`config.mk`:
```
export PLATFORM = sky130hd
export DESIGN_NAME = fxp_chain
export DESIGN_NICKNAME = d
export VERILOG_FILES = /design/src/rtl/fxp_pkg.sv /design/src/rtl/fxp_port.sv /design/src/rtl/fxp_slice.sv /design/src/rtl/fxp_chain.sv
export SDC_FILE = /design/constraint.sdc
export NUM_CORES = 1
export LEC_CHECK = 0
export BUFFER_PORTS_ARGS = -buffer_cell sky130_fd_sc_hd__buf_2
export CORE_UTILIZATION = 62
export CTS_CLUSTER_SIZE = 20
export DETAILED_ROUTE_END_ITERATION = 6
export PLACE_DENSITY_LB_ADDON = 0.05
export SLEW_MARGIN = 20
export SYNTH_ARGS = -nofsm -noshare
export SYNTH_HDL_FRONTEND = slang
export SYNTH_SLANG_ARGS = --single-unit
```
`constraint.sdc`:
```
create_clock -name clk_i -period 3.3 [get_ports clk_i]
set_input_delay 0.165 -clock clk_i [delete_from_list [all_inputs] [get_ports clk_i]]
set_output_delay 0.165 -clock clk_i [all_outputs]
set_load 0.005 [all_outputs]
```
`src/rtl/fxp_pkg.sv`:
```
package fxp_pkg;
  // token hand-off between neighbouring slices
  typedef struct packed {
    logic wr;
    logic rd;
  } fxp_xfer_t;
endpackage

```
`src/rtl/fxp_port.sv`:
```
module fxp_port #(
  parameter int DEPTH = 8,
  localparam int AW = (DEPTH > 1) ? $clog2(DEPTH) : 1
) (
  input  logic          clk_i,
  input  logic          rst_ni,
  input  logic          first_ni,
  input  logic          req_i,
  input  logic          ok_i,
  input  logic          xi_i,
  output logic          fire_o,
  output logic [AW-1:0] ptr_o,
  output logic          tok_o,
  output logic          xo_o
);
  logic last;

  assign last   = (ptr_o == AW'(DEPTH - 1));
  assign fire_o = req_i && ok_i && tok_o;
  assign xo_o   = fire_o && last;

  always_ff @(posedge clk_i or negedge rst_ni) begin
    if (!rst_ni) begin
      ptr_o <= '0;
    end else if (fire_o) begin
      ptr_o <= last ? '0 : ptr_o + AW'(1);
    end
  end

  // incoming hand-off wins, so a one-slice ring keeps its token
  always_ff @(posedge clk_i or negedge rst_ni) begin
    if (!rst_ni) begin
      tok_o <= !first_ni;
    end else if (xi_i) begin
      tok_o <= 1'b1;
    end else if (xo_o) begin
      tok_o <= 1'b0;
    end
  end

  p_wrap_zero_r8: assert property (@(posedge clk_i) disable iff (!rst_ni)
    xo_o |=> (ptr_o == '0));

  p_pass_drops_tok_r10: assert property (@(posedge clk_i) disable iff (!rst_ni)
    (xo_o && !xi_i) |=> !tok_o);

  p_idle_ptr_r10: assert property (@(posedge clk_i) disable iff (!rst_ni)
    !tok_o |=> $stable(ptr_o));
endmodule

```
`src/rtl/fxp_slice.sv`:
```
module fxp_slice
  import fxp_pkg::*;
#(
  parameter int DW    = 8,
  parameter int DEPTH = 8,
  localparam int AW   = (DEPTH > 1) ? $clog2(DEPTH) : 1,
  localparam int CW   = $clog2(DEPTH + 1)
) (
  input  logic          clk_i,
  input  logic          rst_ni,
  input  logic          first_ni,
  input  logic          wr_en_i,
  input  logic [DW-1:0] wr_data_i,
  input  logic          rd_en_i,
  input  fxp_xfer_t     xi_i,
  output fxp_xfer_t     xo_o,
  output logic          full_n_o,
  output logic          empty_n_o,
  output logic          rd_valid_o,
  output logic [DW-1:0] rd_data_o,
  output logic          wr_tok_o,
  output logic          rd_tok_o
);
  logic [DW-1:0] mem [DEPTH];
  logic [AW-1:0] wr_ptr, rd_ptr;
  logic [CW-1:0] count;
  logic          wr_fire, rd_fire;

  assign full_n_o  = (count != CW'(DEPTH));
  assign empty_n_o = (count != '0);

  fxp_port #(.DEPTH(DEPTH)) u_wr (
    .clk_i   (clk_i),
    .rst_ni  (rst_ni),
    .first_ni(first_ni),
    .req_i   (wr_en_i),
    .ok_i    (full_n_o),
    .xi_i    (xi_i.wr),
    .fire_o  (wr_fire),
    .ptr_o   (wr_ptr),
    .tok_o   (wr_tok_o),
    .xo_o    (xo_o.wr)
  );

  fxp_port #(.DEPTH(DEPTH)) u_rd (
    .clk_i   (clk_i),
    .rst_ni  (rst_ni),
    .first_ni(first_ni),
    .req_i   (rd_en_i),
    .ok_i    (empty_n_o),
    .xi_i    (xi_i.rd),
    .fire_o  (rd_fire),
    .ptr_o   (rd_ptr),
    .tok_o   (rd_tok_o),
    .xo_o    (xo_o.rd)
  );

  always_ff @(posedge clk_i) begin
    if (wr_fire) mem[wr_ptr] <= wr_data_i;
  end

  always_ff @(posedge clk_i or negedge rst_ni) begin
    if (!rst_ni) begin
      count <= '0;
    end else begin
      case ({wr_fire, rd_fire})
        2'b10:   count <= count + CW'(1);
        2'b01:   count <= count - CW'(1);
        default: count <= count;
      endcase
    end
  end

  always_ff @(posedge clk_i or negedge rst_ni) begin
    if (!rst_ni) begin
      rd_valid_o <= 1'b0;
      rd_data_o  <= '0;
    end else begin
      rd_valid_o <= rd_fire;
      if (rd_fire) rd_data_o <= mem[rd_ptr];
    end
  end

  p_count_bound_r6: assert property (@(posedge clk_i) disable iff (!rst_ni)
    count <= CW'(DEPTH));

  p_no_overflow_r3: assert property (@(posedge clk_i) disable iff (!rst_ni)
    (!full_n_o && !rd_fire) |=> $stable(count));
endmodule

```
`src/rtl/fxp_chain.sv`:
```
module fxp_chain
  import fxp_pkg::*;
#(
  parameter int DW         = 8,
  parameter int DEPTH      = 8,
  parameter int NUM_SLICES = 3
) (
  input  logic          clk_i,
  input  logic          rst_ni,
  input  logic          wr_en_i,
  input  logic [DW-1:0] wr_data_i,
  input  logic          rd_en_i,
  output logic [DW-1:0] rd_data_o,
  output logic          rd_valid_o,
  output logic          full_n_o,
  output logic          empty_n_o
);
  fxp_xfer_t              xo   [NUM_SLICES];
  logic [NUM_SLICES-1:0]  full_n, empty_n, vld, wr_tok, rd_tok;
  logic [DW-1:0]          dat  [NUM_SLICES];

  for (genvar i = 0; i < NUM_SLICES; i++) begin : g_slice
    localparam int PREV = (i + NUM_SLICES - 1) % NUM_SLICES;
    localparam logic FIRST_N = (i == 0) ? 1'b0 : 1'b1;

    fxp_slice #(.DW(DW), .DEPTH(DEPTH)) u_slice (
      .clk_i     (clk_i),
      .rst_ni    (rst_ni),
      .first_ni  (FIRST_N),
      .wr_en_i   (wr_en_i),
      .wr_data_i (wr_data_i),
      .rd_en_i   (rd_en_i),
      .xi_i      (xo[PREV]),
      .xo_o      (xo[i]),
      .full_n_o  (full_n[i]),
      .empty_n_o (empty_n[i]),
      .rd_valid_o(vld[i]),
      .rd_data_o (dat[i]),
      .wr_tok_o  (wr_tok[i]),
      .rd_tok_o  (rd_tok[i])
    );
  end

  // active-low flags: composite asserts only when every slice agrees
  assign full_n_o   = |full_n;
  assign empty_n_o  = |empty_n;
  assign rd_valid_o = |vld;

  always_comb begin
    rd_data_o = '0;
    for (int i = 0; i < NUM_SLICES; i++) begin
      if (vld[i]) rd_data_o = rd_data_o | dat[i];
    end
  end

  p_one_wr_tok_r10: assert property (@(posedge clk_i) disable iff (!rst_ni)
    $countones(wr_tok) == 1);

  p_one_rd_tok_r10: assert property (@(posedge clk_i) disable iff (!rst_ni)
    $countones(rd_tok) == 1);

  p_one_reader_r5: assert property (@(posedge clk_i) disable iff (!rst_ni)
    $onehot0(vld));

  p_rd_valid_r5: assert property (@(posedge clk_i) disable iff (!rst_ni)
    (rd_en_i && empty_n_o) |=> rd_valid_o);

  p_idle_no_valid_r4: assert property (@(posedge clk_i) disable iff (!rst_ni)
    !(rd_en_i && empty_n_o) |=> !rd_valid_o);

  p_full_holds_r3: assert property (@(posedge clk_i) disable iff (!rst_ni)
    (!full_n_o && !rd_en_i) |=> !full_n_o);
endmodule

```
==> results.sh <==
export IMPL_numCtsBuffers=25
export IMPL_setup_tns_ns=0
export IMPL_ant_nets=0
export IMPL_fp_coreArea_um2=16600
export IMPL_port_buffers=22
export IMPL_grt_pass1_vias=6192
export IMPL_hold_ws_ns=0.0558
export IMPL_path_class="register to register"
export IMPL_place_area_um2=11000
export IMPL_tightest_slew_ns=1.09
export IMPL_yosys_warnings=0
export IMPL_drc=0
export IMPL_synth_area_per_cell_um2=15.0
export IMPL_syn_num_nets=742
export IMPL_report_final_hold_viol_count=0
export IMPL_hpwl_um=13700
export IMPL_status="completed"
export IMPL_clk_pin_slew_ns=0.07
export IMPL_initial_core_util_pct=63.7
export IMPL_mostFrequentLayoutCell="edfxtp_1"
export IMPL_num_vias=5966
export IMPL_finClkSkew_ns=0.0108
export IMPL_period_minus_slack_ns=2.78
export IMPL_final_setup_worst_slack_ns=0.525
export IMPL_worst_slew_margin_rel_pct=27.5
export IMPL_syn_inst=709
export IMPL_grt_max_degree=43
export IMPL_syn_to_final_growth_pct=12.3
export IMPL_fin_nets=785
export IMPL_layout_drive_gt1_share_pct=14.1
export IMPL_crit_top_cell="xor2_1"
export IMPL_cp_end_kind="register"
export IMPL_leakage_nw=4.34
export IMPL_cp_num_buf_inv=0
export IMPL_synthFlopType="edfxtp_1"
export IMPL_maxSlewViolCount=0
export IMPL_rsz0062_at_grt="false"
export IMPL_cp_slowest_stage_delay_ns=0.82
export IMPL_post_cts_buffers=0
export IMPL_fin_crit_sh_pct=84.1
export IMPL_worst_setup_path_start_kind="register"
export IMPL_firstDrtPassIters=7
export IMPL_ys_types=43
export IMPL_grt_pass1_wl_um=33700
export IMPL_synth_edff_count=192
export IMPL_wire_per_inst_um=21.4
export IMPL_cts_htree_levels=1
export IMPL_antenna_found_initial=0
export IMPL_cts_buffer_depth=3
export IMPL_hold_class="input port to register"
export IMPL_clk_latency_ns=0.51
export IMPL_wirelength_um=21200
export IMPL_rows=47
export IMPL_crit_path_cell_trace="nor3_2, a21oi_2, ha_1, xor2_1, ha_1, a21oi_1, xor2_1, nor2_1, xor2_1"
export IMPL_grt_overflow=0
export IMPL_setup_violations_final=0
export IMPL_numClockSinks=255
export IMPL_timing_fmax_mhz=360
export IMPL_cp_top_family="compound AO/OA/AOI/OAI gates"
export IMPL_pin_count=23
export IMPL_cts_tree="done"
export IMPL_die_x_um=133
export IMPL_cp_arrival_ns=3.17
export IMPL_crit_slowest_cell="a21oi_2"
export IMPL_final_util_pct=71.5
export IMPL_critPathRequiredTime_ns=3.70
export IMPL_drtIter0Drc=600
export IMPL_synthArstFlopShare_pct=24.7
export IMPL_critPathMaxFanout=25
export IMPL_yosysSeqAreaShare_pct=69.3
export IMPL_ys_ff_latch=255
export IMPL_syn_area_um2=10600
export IMPL_vias_per_cell=6.02
export IMPL_fillers=1069
export IMPL_place_ws_ns=0.545
export IMPL_place_congestion=0.846
export IMPL_cts_root_buffer="clkbuf_16"
export IMPL_cap_violations=0
export IMPL_antennaDiodeCount=0
export IMPL_die_y_um=133
export IMPL_grt_usage_pct=25.4
export IMPL_ir_drop_v=0.000458
export IMPL_powerDensity_nw_per_um2=540
export IMPL_dieArea_um2=17600
export IMPL_final_area_um2=11900
export IMPL_final_cell_mix="edfxtp_1 (192), mux2i_1 (96), dfrtp_1 (61)"
## registers in the layout, summed over array words and instances, names as in the netlist
| name | cells |
|---|---|
| g_slice.u_slice.count | 12 |
| g_slice.u_slice.mem | 192 |
| g_slice.u_slice.rd_data_o | 24 |
| g_slice.u_slice.rd_valid_o | 3 |
| g_slice.u_slice.u_rd.ptr_o | 9 |
| g_slice.u_slice.u_rd.tok_o | 3 |
| g_slice.u_slice.u_wr.ptr_o | 9 |
| g_slice.u_slice.u_wr.tok_o | 3 |
## final cells by class
cell class	count	area, um2	share of cell area (%)
sequential	255	7340	61.7
multi-input combinational	392	2990	25.1
clock buffer	36	727	6.11
timing repair buffer	47	313	2.63
tap	220	275	2.31
clock inverter	10	136	1.15
inverter	31	116	0.978
## report_power, final
| group | internal, mW | switching (mW) |
|---|---|---|
| sequential | 3.45 | 0 |
| clock | 1.77 | 1.14 |
| combinational | 0.00621 | 0.0610 |
| total | 5.23 | 1.20 |
## Yosys cell counts (7+ instances only)
cell type | n | area (um2)
mux2i_1 | 96 | 961
nand3b_1 | 8 | 60.1
nand3_1 | 24 | 120
a222oi_1 | 8 | 80.1
dfrtp_1 | 61 | 1530
inv_1 | 30 | 113
buf_2 | 9 | 45.0
buf_1 | 10 | 37.5
o21ai_0 | 31 | 155
nor3b_1 | 13 | 97.6
ha_1 | 21 | 263
a22oi_1 | 48 | 360
mux2_2 | 7 | 78.8
nor2b_1 | 7 | 43.8
edfxtp_1 | 192 | 5770
xor2_1 | 10 | 87.6
nor3_1 | 10 | 50.1
nand2_1 | 47 | 176
nor2_1 | 16 | 60.1
## tightest hold or removal path, stage by stage
cell and delay (ns):
buf_2 0.12, nand2_1 0.07, a21oi_2 0.07, nand2_1 0.07
nand2_1 0.04
## layer usage
metal	share of wire (%)	global-route usage (%)
met1	43	34.7
met2	49	42.1
met3	5.0	3.60
met4	2.9	8.81
met5	0	0
## cell families (layout without fill, tap and decap cells)
family          after synthesis  count (layout)  share of synthesized area, %
flops                       255             255                          69.3
simple gates                142             142                          7.11
fa+ha+maj                    21              21                          2.48
buf+inv                      62             124                          2.58
xor+xnor                     15              15                          1.24
compound gates              109             109                          7.21
mux                         105             105                          10.1
## final timing paths
| kind | startpoint | endpoint | slack [ns] | depth (start not counted) |
|---|---|---|---|---|
| max in group asynchronous | rst_ni | g_slice[0].u_slice.rd_data_o[7] | 2.08 | 3 |
| worst max register to register | g_slice[0].u_slice.count[1] | g_slice[0].u_slice.count[2] | 0.52 | 9 |
| worst min-delay path | wr_en_i | g_slice[0].u_slice.u_wr.ptr_o[2] | 0.06 | 5 |
| worst min register to register | g_slice[1].u_slice.u_rd.tok_o | g_slice[1].u_slice.u_rd.tok_o | 0.50 | 1 |
| min in group asynchronous | rst_ni | g_slice[0].u_slice.u_wr.ptr_o[0] | 0.35 | 2 |
| worst max-delay path | g_slice[0].u_slice.count[1] | g_slice[0].u_slice.count[2] | 0.52 | 9 |
## timing repair
| action | in CTS | in global routing |
|---|---|---|
| hold buffers | 1 | 0 |
| endpoints found under the hold margin | 39 | 0 |
| resized for setup | 0 | 0 |
## stage by stage
step	cells	total power, mW
after floorplan	709	3.52
after global placement	944	3.58
after detailed placement	944	3.59
after CTS	991	6.47
after global routing	991	6.61
final	991	6.43
(Power assumes the default switching activity.)
